--- src/rtl/rtcw_pkg.sv ---
package rtcw_pkg;

    localparam int DATA_W = 32;
    localparam int ADDR_W = 3;
    localparam int STAT_W = 16;
    localparam int EVT_W  = 7;

    localparam int BIT_DONE = 15;
    localparam int BIT_PEND = 14;

    typedef enum logic [ADDR_W-1:0] {
        SEL_TIME  = 3'd0,
        SEL_ALARM = 3'd1,
        SEL_IEN   = 3'd2,
        SEL_PSEN  = 3'd3,
        SEL_STAT  = 3'd4
    } reg_sel_e;

    typedef struct packed {
        reg_sel_e          sel;
        logic [DATA_W-1:0] data;
    } post_t;

    function automatic logic is_posted(input logic [ADDR_W-1:0] a);
        return (a == SEL_TIME) || (a == SEL_ALARM) ||
               (a == SEL_IEN)  || (a == SEL_PSEN);
    endfunction

endpackage

--- src/rtl/rtcw_post_slot.sv ---
module rtcw_post_slot
    import rtcw_pkg::*;
(
    input  logic  clk,
    input  logic  rst,
    input  logic  req_vld,
    input  post_t req,
    input  logic  tick,
    output logic  busy,
    output logic  apply,
    output post_t entry
);
    logic  vld_q;
    post_t ent_q;

    always_ff @(posedge clk) begin
        if (rst) begin
            vld_q <= 1'b0;
            ent_q <= '0;
        end else if (vld_q) begin
            if (tick) vld_q <= 1'b0;
        end else if (req_vld) begin
            vld_q <= 1'b1;
            ent_q <= req;
        end
    end

    assign busy  = vld_q;
    assign apply = vld_q && tick;
    assign entry = ent_q;
endmodule

--- src/rtl/rtcw_reg_bank.sv ---
module rtcw_reg_bank
    import rtcw_pkg::*;
(
    input  logic              clk,
    input  logic              rst,
    input  logic              apply,
    input  post_t             entry,
    output logic [DATA_W-1:0] time_q,
    output logic [DATA_W-1:0] alarm_q,
    output logic [STAT_W-1:0] ien_q,
    output logic              psen_q
);
    always_ff @(posedge clk) begin
        if (rst) begin
            time_q  <= '0;
            alarm_q <= '0;
            ien_q   <= '0;
            psen_q  <= 1'b0;
        end else if (apply) begin
            unique case (entry.sel)
                SEL_TIME:  time_q  <= entry.data;
                SEL_ALARM: alarm_q <= entry.data;
                SEL_IEN:   ien_q   <= entry.data[STAT_W-1:0];
                SEL_PSEN:  psen_q  <= entry.data[0];
                default:   ;
            endcase
        end
    end
endmodule

--- src/rtl/rtcw_stat_unit.sv ---
module rtcw_stat_unit
    import rtcw_pkg::*;
(
    input  logic              clk,
    input  logic              rst,
    input  logic              clr_vld,
    input  logic [STAT_W-1:0] clr_mask,
    input  logic [EVT_W-1:0]  evt,
    input  logic              done_set,
    input  logic              busy,
    input  logic [STAT_W-1:0] ien,
    output logic [STAT_W-1:0] stat,
    output logic              irq
);
    localparam logic [STAT_W-1:0] KEEP_MASK =
        STAT_W'((1 << EVT_W) - 1) | (STAT_W'(1) << BIT_DONE);

    logic [STAT_W-1:0] stat_q;
    logic [STAT_W-1:0] set_v;
    logic [STAT_W-1:0] clr_v;

    always_comb begin
        set_v = '0;
        set_v[EVT_W-1:0] = evt;
        set_v[BIT_DONE]  = done_set;
        clr_v = clr_vld ? clr_mask : '0;
    end

    always_ff @(posedge clk) begin
        if (rst) stat_q <= '0;
        else     stat_q <= ((stat_q & ~clr_v) | set_v) & KEEP_MASK;
    end

    always_comb begin
        stat = stat_q;
        stat[BIT_PEND] = busy;
    end

    assign irq = |(stat & ien);
endmodule

--- src/rtl/rtc_host_regs.sv ---
module rtc_host_regs
    import rtcw_pkg::*;
(
    input  logic              clk,
    input  logic              rst,
    input  logic              wr_en,
    input  logic [ADDR_W-1:0] wr_addr,
    input  logic [DATA_W-1:0] wr_data,
    input  logic [ADDR_W-1:0] rd_addr,
    output logic [DATA_W-1:0] rd_data,
    input  logic              sync_tick,
    input  logic [EVT_W-1:0]  evt,
    output logic              irq
);
    logic              post_vld;
    logic              clr_vld;
    post_t             post_req;
    post_t             slot_ent;
    logic              slot_busy;
    logic              slot_apply;
    logic [DATA_W-1:0] time_w;
    logic [DATA_W-1:0] alarm_w;
    logic [STAT_W-1:0] ien_w;
    logic              psen_w;
    logic [STAT_W-1:0] stat_w;

    assign post_vld      = wr_en && is_posted(wr_addr);
    assign clr_vld       = wr_en && (wr_addr == SEL_STAT);
    assign post_req.sel  = reg_sel_e'(wr_addr);
    assign post_req.data = wr_data;

    rtcw_post_slot i_slot (
        .clk     (clk),
        .rst     (rst),
        .req_vld (post_vld),
        .req     (post_req),
        .tick    (sync_tick),
        .busy    (slot_busy),
        .apply   (slot_apply),
        .entry   (slot_ent)
    );

    rtcw_reg_bank i_bank (
        .clk     (clk),
        .rst     (rst),
        .apply   (slot_apply),
        .entry   (slot_ent),
        .time_q  (time_w),
        .alarm_q (alarm_w),
        .ien_q   (ien_w),
        .psen_q  (psen_w)
    );

    rtcw_stat_unit i_stat (
        .clk      (clk),
        .rst      (rst),
        .clr_vld  (clr_vld),
        .clr_mask (wr_data[STAT_W-1:0]),
        .evt      (evt),
        .done_set (slot_apply),
        .busy     (slot_busy),
        .ien      (ien_w),
        .stat     (stat_w),
        .irq      (irq)
    );

    always_comb begin
        unique case (rd_addr)
            SEL_TIME:  rd_data = time_w;
            SEL_ALARM: rd_data = alarm_w;
            SEL_IEN:   rd_data = DATA_W'(ien_w);
            SEL_PSEN:  rd_data = DATA_W'(psen_w);
            SEL_STAT:  rd_data = DATA_W'(stat_w);
            default:   rd_data = '0;
        endcase
    end
endmodule

--- config.mk ---
export PLATFORM = sky130hd
export DESIGN_NAME = rtc_host_regs
export DESIGN_NICKNAME = d
export VERILOG_FILES = /design/src/rtl/rtcw_pkg.sv /design/src/rtl/rtcw_post_slot.sv /design/src/rtl/rtcw_reg_bank.sv /design/src/rtl/rtcw_stat_unit.sv /design/src/rtl/rtc_host_regs.sv
export SDC_FILE = /design/constraint.sdc
export NUM_CORES = 1
export LEC_CHECK = 0
export ABC_AREA = 1
export BUFFER_PORTS_ARGS = -buffer_cell sky130_fd_sc_hd__buf_2
export CAP_MARGIN = 20
export CORE_AREA = 2 2 101 103
export CTS_CLUSTER_DIAMETER = 150
export DETAILED_ROUTE_END_ITERATION = 8
export DIE_AREA = 0 0 103 105
export HOLD_SLACK_MARGIN = 0.12
export PLACE_DENSITY = 0.81
export REMOVE_ABC_BUFFERS = 1
export SLEW_MARGIN = 20
export SYNTH_ARGS = -nofsm -noshare
export SYNTH_HDL_FRONTEND = slang
export SYNTH_SLANG_ARGS = --single-unit
--- constraint.sdc ---
create_clock -name clk -period 2.25 [get_ports clk]
set_input_delay 0.225 -clock clk [delete_from_list [all_inputs] [get_ports clk]]
set_output_delay 0.225 -clock clk [all_outputs]
set_load 0.01 [all_outputs]
==> summary.md <==
| Metric | Value |
|---|---|
| Worst Setup End Kind | `flop` |
| Reg2reg setup slack | `approximately 320 ps` |
| Critical Path AT | `between 2000 and 2500 ps` |
| Post-DRT Antenna Nets | `0` |
| Via density | `between 5 and 6` |
| MaxCap Viol Count | `0` |
| WHS Endpoint | `i_stat.stat_q[15]` |
| Warnings, synthesis | `0` |
| R2R Path Start | `i_slot.busy` |
| CP required | `2660 ps` |
| Placed Area | `roughly 6200 sq um` |
| Mux cell area share after synthesis | `0` |
| DR DRC count | `0` |
| Gr ovfl total | `0` |
| R2R cell count | `4` |
| Int Power | `4240 uW` |
| Run status | `finished clean` |
| Max-slew headroom | `0.537` |
| Clock tree buffer depth | `2` |
| First DRT Iteration DRCs | `between 300 and 400` |
| Fin crit period | `1950 ps` |
| Post-DP HPWL | `8240 um` |
| Vias | `around 5,800` |
| Post-Synth XOR/XNOR Area | `0` |
| PortBufs | `between 80 and 90` |
| Unrepaired setup endpoints after global routing | `no` |
| Fin nets | `roughly 1,000` |
| CTS tree | `done` |
| GPL Wtd Cong | `0.814` |
| Final slew viol count | `0` |
| Fin crit share | `0.867` |
| Avg WL per Cell | `13.2 um` |
| CORE AREA | `approximately 9600 sq um` |
| CTS Sinks | `approximately 130` |
| First-pass GRT wire length | `between 20,000 and 25,000 um` |
| Netlist Area Pre-Place | `5690 sq um` |
| Seq/Total Area, Yosys | `0.440` |
| Final hold vios | `0` |
| Syn_area_per_cell | `between 6 and 7 sq um` |
| Slowest CP cell | `dlygate4sd3_1` |
| Clk root buf | `clkbuf_8` |
| Critical Path Start Type | `input port` |
| Clock Power Share | `0.476` |
| Share of post-route cells with drive strength above 1 | `0.141` |
| WS Path Type | `in2reg` |
| Seq pwr share | `0.417` |
| P per Cell Area | `775 nW/um^2` |
| Most frequent CP cell | `dlygate4sd3_1` |
| Routed WL | `14,900 um` |
| Largest family of logic cells by synthesized area | `simple AND/OR/NAND/NOR gates` |
| Die Y | `105 um` |
| P_sw | `around 1400 uW` |
| CTS Buf Count | `17` |
| Vias in the first global route | `5,181` |
| Static leakage | `around 0.0034 uW` |
| Total GRT Usage | `0.283` |
| CTS H-tree depth | `4` |
| Synth unique cells | `17` |
| Setup TNS | `0 ps` |
| Final Skew | `approximately 6.5 ps` |
| Tot Pwr | `approximately 5600 uW` |
| R2r endpoint | `i_slot.busy` |
| Inserted Diodes | `0` |
| Largest net degree at the start of global routing | `about 130` |
| Adder-Cell Fraction of Synth Area | `0` |
| CP max FO | `8` |
| Synth Area in Compound Gates | `0.0651` |
| Initial antenna violation count | `0` |
| Top-Level Pins | `82` |
| FP Rows | `36` |
| Cell Chain, Critical Path | `dlygate4sd3_1 -> buf_2 -> nor2_1 -> nand3_1 -> nand2_1 -> a21oi_1 -> dlygate4sd3_1` |
| Die area | `10,800 sq um` |
| Hold depth | `6` |
| Clk Latency, worst-skew pair | `roughly 520 ps` |
| Crit-path max cell delay | `560 ps` |
| Final Core Density | `0.752` |
| Post-synthesis simple-gate area fraction | `0.409` |
| Logic pwr share | `0.107` |
| Tightest Pin Transition | `692 ps` |
| Maximum vdd drop | `around 0.75 mV` |
| HP Start | `wr_addr[2]` |
| DRT Pass-1 Iters | `5` |
| # setup viols final | `0` |
| Postcts setup bufs | `0` |
| Final Cell Area | `7250 sq um` |
| Flops & latches, synth | `about 130` |
| Synth Instances | `around 870` |
| Die width | `between 100 and 150 um` |
| Area delta synth->final | `27.4%` |
| Switching share of power | `0.245` |
| Clock Pin Slew Worst Setup and Hold Paths | `~60 ps` |
| Worst hold path type | `in2reg` |
| Initial Utilization | `0.590` |
| Achievable Freq | `513 MHz` |
==> how the worst max path moves through the flow <==
stage,slack [ps],endpoint,start
after floorplan,-2480,i_bank.alarm_q[0],i_slot.busy
after global placement,610,rd_data[12],rd_addr[0]
final,300,i_stat.stat_q[2],wr_addr[0]
after CTS,470,i_stat.stat_q[5],wr_addr[0]
after detailed placement,590,rd_data[12],rd_addr[0]
after global routing,230,i_slot.busy,i_slot.busy
==> power by group through the flow <==
stage | Clock (uW) | Combinational, uW | Sequential, uW
5_1_grt | 2800 | 669 | 2350
6_report | 2670 | 598 | 2340
3_5_place_dp | 0 | 509 | 2390
3_3_place_gp | 0 | 501 | 2390
4_1_cts | 2690 | 582 | 2340
2_1_floorplan | 0 | 334 | 2380
==> what timing repair did <==
item / in CTS / in global routing
gates resized for setup: 0 / 0
hold buffers: 51 / 0
hold endpoints to repair: 43 / 0
==> worst max-delay path: cells and delay by family <==
kind / cells / cell delay [ps]
and+or+nand+nor: 3 / 830
buffers and inverters: 3 / 1220
AOI/OAI and AO/OA: 1 / 70
==> layer usage <==
layer,up-vias,global-route usage,wire length [um]
li1,2964,-,-
met1,2581,0.367,6530
met2,210,0.458,7160
met3,35,0.0709,839
met4,0,0.0930,363
met5,-,0,0
==> Yosys cell counts <==
cell type  number  area, sq um
inv_1          43          161
or2_2           2         12.5
dfxtp_1       125         2500
buf_4          17          128
nor3_4          2         32.5
buf_1           5         18.8
nand4_1        10         62.6
inv_2           8         30.0
nand2_1       267         1000
nand3b_1        1         7.51
nand3_1       109          546
a21oi_1        74          370
nor3_2          1         10.0
clkbuf_1       20         75.1
buf_2          15         75.1
nor2_2          1         6.26
nor2_1        173          649
==> layout make-up <==
cell class / count / area [sq um]
multi-input cells: 640 / 2720
flip-flops and latches: 125 / 2500
fillers: 793 / 2390
repair buffers: 145 / 1090
clock buffers: 20 / 435
inverters: 51 / 193
well taps: 133 / 166
clock inverters: 12 / 145
==> metrics by stage <==
step,hold slack (ps),worst slack (ps),std cells
floorplan,294,-2480,816
global placement,446,608,1043
detailed placement,453,586,1043
CTS,295,471,1126
global route,353,227,1126
finish,371,300,1126
==> kinds of logic after synthesis <==
| group | after synthesis |
|---|---|
| AND/OR/NAND/NOR | 566 |
| flip-flops | 125 |
| AO/OA/AOI/OAI | 74 |
| buffers and inverters | 108 |
==> cell usage in the layout, fill, tap and decap left out, types with 3 or more instances in the layout <==
cell type	n
nand2_1	267
nor2_1	171
dfxtp_1	125
nand3_1	109
buf_2	81
a21oi_1	74
dlygate4sd3_1	51
inv_1	43
clkbuf_16	16
nand4_1	10
inv_2	7
clkinv_2	7
buf_4	7
buf_12	6
nor3_4	3
bufinv_16	3
==> flip-flops by register name, indices dropped and copies added, names as in the netlist <==
signal and count:
i_slot.entry 35, i_bank.psen_q 1, i_bank.ien_q 16, i_bank.time_q 32, i_stat.stat_q 8, i_bank.alarm_q 32
i_slot.busy 1
Note: power is estimated with default switching activity, not from simulation.
